$ cat config.mk
export PLATFORM = sky130hd
export DESIGN_NAME = startup_sequencer
export DESIGN_NICKNAME = d
export VERILOG_FILES = /design/src/rtl/startup_pkg.sv /design/src/rtl/supply_monitor.sv /design/src/rtl/thermal_guard.sv /design/src/rtl/softstart_ramp.sv /design/src/rtl/startup_sequencer.sv
export SDC_FILE = /design/constraint.sdc
export NUM_CORES = 1
export LEC_CHECK = 0
export BUFFER_PORTS_ARGS = -buffer_cell sky130_fd_sc_hd__buf_2
export CORE_MARGIN = 2
export CORE_UTILIZATION = 40
export CTS_CLUSTER_SIZE = 14
export DETAILED_ROUTE_END_ITERATION = 16
export SYNTH_ARGS = -nofsm -noshare
export SYNTH_HDL_FRONTEND = slang
export SYNTH_SLANG_ARGS = --single-unit
$ cat constraint.sdc
create_clock -name clk -period 5.2 [get_ports clk]
set_clock_uncertainty 0.1 [all_clocks]
set_input_delay 1.04 -clock clk [delete_from_list [all_inputs] [get_ports clk]]
set_output_delay 1.04 -clock clk [all_outputs]
set_load 0.05 [all_outputs]
$ cat src/rtl/startup_pkg.sv
package startup_pkg;

  typedef enum logic [1:0] {
    PH_IDLE  = 2'd0,
    PH_DELAY = 2'd1,
    PH_RAMP  = 2'd2
  } seq_phase_e;

endpackage

$ cat src/rtl/supply_monitor.sv
module supply_monitor #(
  parameter int SUP_W    = 10,
  parameter int ON_CODE  = 500,
  parameter int OFF_CODE = 440
) (
  input  logic             clk,
  input  logic             rst,
  input  logic [SUP_W-1:0] sup_code,
  output logic             uv_ok,
  output logic             rel_pulse
);

  localparam logic [SUP_W-1:0] ON_L  = SUP_W'(ON_CODE);
  localparam logic [SUP_W-1:0] OFF_L = SUP_W'(OFF_CODE);

  logic above_on;
  logic below_off;

  assign above_on  = (sup_code >= ON_L);
  assign below_off = (sup_code < OFF_L);

  always_ff @(posedge clk) begin
    if (rst) begin
      uv_ok     <= 1'b0;
      rel_pulse <= 1'b0;
    end else begin
      rel_pulse <= ~uv_ok & above_on;
      if (!uv_ok && above_on) begin
        uv_ok <= 1'b1;
      end else if (uv_ok && below_off) begin
        uv_ok <= 1'b0;
      end
    end
  end

endmodule

$ cat src/rtl/thermal_guard.sv
module thermal_guard #(
  parameter int TMP_W     = 8,
  parameter int TRIP_CODE = 200,
  parameter int HYS_CODE  = 40,
  parameter int OT_DLY    = 75
) (
  input  logic             clk,
  input  logic             rst,
  input  logic [TMP_W-1:0] temp_code,
  output logic             ot_act
);

  localparam int CNT_W = (OT_DLY > 1) ? $clog2(OT_DLY) : 1;
  localparam logic [TMP_W-1:0] TRIP_L = TMP_W'(TRIP_CODE);
  localparam logic [TMP_W-1:0] REL_L  = TMP_W'(TRIP_CODE - HYS_CODE);
  localparam logic [CNT_W-1:0] LAST_L = CNT_W'(OT_DLY - 1);

  logic [CNT_W-1:0] hot_cnt;
  logic             hot;
  logic             cool;

  assign hot  = (temp_code >= TRIP_L);
  assign cool = (temp_code < REL_L);

  always_ff @(posedge clk) begin
    if (rst) begin
      ot_act  <= 1'b0;
      hot_cnt <= '0;
    end else if (!ot_act) begin
      if (hot) begin
        if (hot_cnt == LAST_L) begin
          ot_act  <= 1'b1;
          hot_cnt <= '0;
        end else begin
          hot_cnt <= hot_cnt + 1'b1;
        end
      end else begin
        hot_cnt <= '0;
      end
    end else if (cool) begin
      ot_act  <= 1'b0;
      hot_cnt <= '0;
    end
  end

endmodule

$ cat src/rtl/softstart_ramp.sv
module softstart_ramp
  import startup_pkg::*;
#(
  parameter int RAMP_W    = 12,
  parameter int RAMP_MAX  = 3000,
  parameter int STEP_W    = 6,
  parameter int DELAY_CYC = 130000,
  parameter int STEP_DIV  = 64
) (
  input  logic              clk,
  input  logic              rst,
  input  logic              uv_ok,
  input  logic [STEP_W-1:0] step_cfg,
  output logic [RAMP_W-1:0] ramp,
  output logic              running
);

  localparam int DLY_W = (DELAY_CYC > 1) ? $clog2(DELAY_CYC) : 1;
  localparam int DIV_W = (STEP_DIV > 1) ? $clog2(STEP_DIV) : 1;
  localparam logic [DLY_W-1:0]  DLY_LAST = DLY_W'(DELAY_CYC - 1);
  localparam logic [DIV_W-1:0]  DIV_LAST = DIV_W'(STEP_DIV - 1);
  localparam logic [RAMP_W:0]   MAX_X    = (RAMP_W+1)'(RAMP_MAX);

  seq_phase_e        phase;
  logic [DLY_W-1:0]  dly_cnt;
  logic [DIV_W-1:0]  div_cnt;
  logic [RAMP_W:0]   sum;
  logic [RAMP_W-1:0] ramp_sat;

  assign sum      = {1'b0, ramp} + {{(RAMP_W+1-STEP_W){1'b0}}, step_cfg};
  assign ramp_sat = (sum >= MAX_X) ? MAX_X[RAMP_W-1:0] : sum[RAMP_W-1:0];
  assign running  = (phase == PH_RAMP);

  always_ff @(posedge clk) begin
    if (rst || !uv_ok) begin
      phase   <= PH_IDLE;
      dly_cnt <= '0;
      div_cnt <= '0;
      ramp    <= '0;
    end else begin
      case (phase)
        PH_IDLE, PH_DELAY: begin
          if (dly_cnt == DLY_LAST) begin
            phase   <= PH_RAMP;
            dly_cnt <= '0;
          end else begin
            phase   <= PH_DELAY;
            dly_cnt <= dly_cnt + 1'b1;
          end
        end
        PH_RAMP: begin
          if (div_cnt == DIV_LAST) begin
            div_cnt <= '0;
            ramp    <= ramp_sat;
          end else begin
            div_cnt <= div_cnt + 1'b1;
          end
        end
        default: phase <= PH_IDLE;
      endcase
    end
  end

endmodule

$ cat src/rtl/startup_sequencer.sv
module startup_sequencer #(
  parameter int SUP_W     = 10,
  parameter int ON_CODE   = 500,
  parameter int OFF_CODE  = 440,
  parameter int TMP_W     = 8,
  parameter int TRIP_CODE = 200,
  parameter int HYS_CODE  = 40,
  parameter int OT_DLY    = 75,
  parameter int LIM_CODE  = 1000,
  parameter int STEP_W    = 6,
  parameter int DELAY_CYC = 130000,
  parameter int STEP_DIV  = 64,
  parameter int RAMP_MAX  = 3 * LIM_CODE,
  parameter int RAMP_W    = $clog2(RAMP_MAX + 1)
) (
  input  logic              clk,
  input  logic              rst,
  input  logic [SUP_W-1:0]  sup_code,
  input  logic [TMP_W-1:0]  temp_code,
  input  logic [STEP_W-1:0] step_cfg,
  input  logic [RAMP_W-1:0] ovr_code,
  output logic              drv_en,
  output logic [RAMP_W-1:0] setpoint,
  output logic              latch_clr
);

  localparam logic [RAMP_W-1:0] DIVISOR = RAMP_W'(3);

  logic              uv_ok;
  logic              running;
  logic              ot_act;
  logic [RAMP_W-1:0] ramp;
  logic [RAMP_W-1:0] lim_val;

  supply_monitor #(
    .SUP_W   (SUP_W),
    .ON_CODE (ON_CODE),
    .OFF_CODE(OFF_CODE)
  ) i_supply (
    .clk      (clk),
    .rst      (rst),
    .sup_code (sup_code),
    .uv_ok    (uv_ok),
    .rel_pulse(latch_clr)
  );

  thermal_guard #(
    .TMP_W    (TMP_W),
    .TRIP_CODE(TRIP_CODE),
    .HYS_CODE (HYS_CODE),
    .OT_DLY   (OT_DLY)
  ) i_thermal (
    .clk      (clk),
    .rst      (rst),
    .temp_code(temp_code),
    .ot_act   (ot_act)
  );

  softstart_ramp #(
    .RAMP_W   (RAMP_W),
    .RAMP_MAX (RAMP_MAX),
    .STEP_W   (STEP_W),
    .DELAY_CYC(DELAY_CYC),
    .STEP_DIV (STEP_DIV)
  ) i_ramp (
    .clk     (clk),
    .rst     (rst),
    .uv_ok   (uv_ok),
    .step_cfg(step_cfg),
    .ramp    (ramp),
    .running (running)
  );

  assign lim_val = (ovr_code < ramp) ? ovr_code : ramp;

  always_ff @(posedge clk) begin
    if (rst) begin
      drv_en   <= 1'b0;
      setpoint <= '0;
    end else begin
      drv_en   <= running & uv_ok & ~ot_act;
      setpoint <= lim_val / DIVISOR;
    end
  end

endmodule

==> results.ini <==
[global_route]
antenna_found_initial=0
grt_usage=0.187
grt_pass1_vias=4237
grt_max_degree=38
gr-total-overflow=0
grt_pass1_wl_mm=19.5

[pwr]
finalPower_mw=1.39
power_frac_seq=0.337
power.density_nw_per_um2=262
combPwrFrac=0.179
p_sw_uw=383
total_leakage_power_nw=2.03
pwr-share-clk=0.485
switching_share=0.276
ir_drop_mv=0.152
internal_power_mw=1.00

[placement]
gp_congestion=0.871
portBuffers=45
hpwl_mm=8.52

[clocking]
numCtsBuffers=9
cts.hold.buffers_added=0
cts_buffer_depth=2
cts-root-buf=clkbuf_16
clk_latency_ns=0.33
cts_tree=done
cts_resized=0
cts_setup_buffers=0
clk_pin_slew_ns=0.06
cts.sinks=59
h-tree-depth=3

[cells_and_area]
final_cell_mix=dfxtp_1 (59), nor2_1 (58), nand2_1 (51), buf_2 (45), a21oi_1 (39)
num-fill-cells=1110
drive_gt1_frac=0.160
nets=694
diodes=0
syn_to_final_growth_pct=14.6
mostFrequentLayoutCell=dfxtp_1

[routing]
wirelength_mm=11.4
routed-via-count=4396
drtIter0Drc=247
drt-pass1-iter-count=7
ant_nets=0
viasPerCell=5.64
avgRoutedWirePerCell_um=14.6
drc_errors=0

[timing]
post-route-period-util=0.924
hold_viol_final=0
setup_viol=0
max_freq_ghz=0.208
drv_slew=0
setup-tns-final_ns=0
whs_ns=0.354
slew_headroom=0.351
period_needed_ns=4.80
worst_pin_slew_ns=0.969
rsz0062_at_grt=no

[synth]
synthCells=596
synthFlopType=dfxtp_1
async_reset_ff_frac=0
yosysSeqAreaShare=0.255
ys_seq_elements=59
avgSynthCellArea_um2=7.76
syn_nets=658
yosys_warnings=0
synth-edff-count=0
syn_area_um2=4630
ys_types=75

[floorplan]
die_area_um2=12400
ios=52
die_height_um=112
start_util=0.407
rows=39
die_w_um=112
core_um2=11400

[worst_setup_path]
critPathMaxStageDelay_ns=0.72
cp_slowest_cell=dfxtp_1
path_max_fanout=19
critPathKind=reg2reg
path_cells=inv_1, ha_1, nand4_1, o41ai_4, o211ai_2, a221oi_2, a221oi_1, o22ai_1, ha_1, inv_1, nand2_2, xnor2_1, ha_1, nor4_1, o32a_1, a21oi_2
critPathRequiredTime_ns=5.31
cp_data_arrival_time_ns=4.91
worstSetupEndpointType=register
cpMostUsedCell=ha_1
startpoint_type=register

[status]
status=finished clean

[flow_run]
drv_cap=0

[min_path]
hold_path.class=reg2reg

-- metal layers --
metal | track usage | up-vias | share of wire
met1 | 0.245 | 2009 | 0.47
met4 | 0.0823 | 0 | 0.022
met3 | 0.0354 | 18 | 0.047
met2 | 0.301 | 122 | 0.46
li1 | - | 2247 | -
met5 | 0 | - | 0
-- area by class of cell --
cell class                 instances  area [um^2]  share of cell area
sequential                        59         1180               0.223
timing repair buffer              58          323              0.0609
multi-input combinational        475         3170               0.598
clock inverter                     5         85.1              0.0160
inverter                          29          109              0.0205
tap                              143          179              0.0338
clock buffer                      11          253              0.0477
-- synthesized netlist by cell type, types with 10 or more instances --
library cell	instances	area share
dfxtp_1	59	0.26
nor2_1	58	0.047
nand2_1	51	0.041
a21oi_1	39	0.042
o21ai_0	36	0.039
inv_1	27	0.022
nand3_1	24	0.026
ha_1	23	0.062
xor2_1	20	0.038
clkbuf_1	17	0.014
xnor2_1	16	0.030
nand2b_1	14	0.019
a31oi_1	13	0.018
nor3_1	13	0.014
buf_2	12	0.013
mux2i_1	11	0.024
nand4_1	10	0.014
-- path summary, 6_finish.rpt --
check / from / to / slack, ns / depth (start not counted)
setup / recovery: i_ramp.ramp[8] / setpoint[0] / 0.40 / 16
hold / removal: i_supply.uv_ok / i_supply.rel_pulse / 0.35 / 1
setup reg to reg: i_ramp.ramp[8] / setpoint[0] / 0.40 / 16
hold reg to reg: i_supply.uv_ok / i_supply.rel_pulse / 0.35 / 1
-- worst max-delay path: cells and delay by family (launching register included) --
| family | cells | cell delay [ns] |
|---|---|---|
| AOI/OAI and AO/OA | 7 | 1.81 |
| adders and majority gates | 3 | 0.93 |
| xor gates and xnor gates | 1 | 0.14 |
| DFF | 1 | 0.72 |
| buffers and inverters | 2 | 0.40 |
| and+or+nand+nor | 3 | 0.59 |
-- cell families after synthesis --
kind of cell | after synthesis | synth area share
AOI/OAI and AO/OA | 168 | 0.252
muxes | 17 | 0.0403
buffers and inverters | 62 | 0.0592
DFF | 59 | 0.255
adders and majority gates | 24 | 0.0665
xor gates and xnor gates | 36 | 0.0681
and+or+nand+nor | 229 | 0.258
other | 1 | 0.000810
-- registers in the layout, indices dropped and copies added, names as in the netlist --
register and flops:
drv_en 1, i_ramp.div_cnt 6, i_ramp.dly_cnt 17, i_ramp.phase 2, i_ramp.ramp 12, i_supply.rel_pulse 1, i_supply.uv_ok 1, i_thermal.hot_cnt 7
i_thermal.ot_act 1, setpoint 11
-- power by group through the flow --
stage / Combinational (mW) / Clock [mW] / Sequential [mW]
2_1_floorplan: 0.157 / 0 / 0.508
3_3_place_gp: 0.241 / 0 / 0.477
3_5_place_dp: 0.246 / 0 / 0.477
4_1_cts: 0.247 / 0.689 / 0.467
5_1_grt: 0.272 / 0.710 / 0.468
6_report: 0.248 / 0.672 / 0.467
-- through the flow --
stage               cell area [um^2]  utilization  instances  setup slack (ns)
global placement                4960        0.437        764             0.287
CTS                             5300        0.466        780             0.461
detailed placement              4960        0.437        764             0.255
floorplan                       4630            -        596             0.601
global route                    5300        0.466        780            0.0893
finish                          5300        0.466        780             0.397
Power figures use the tool's default switching activity.
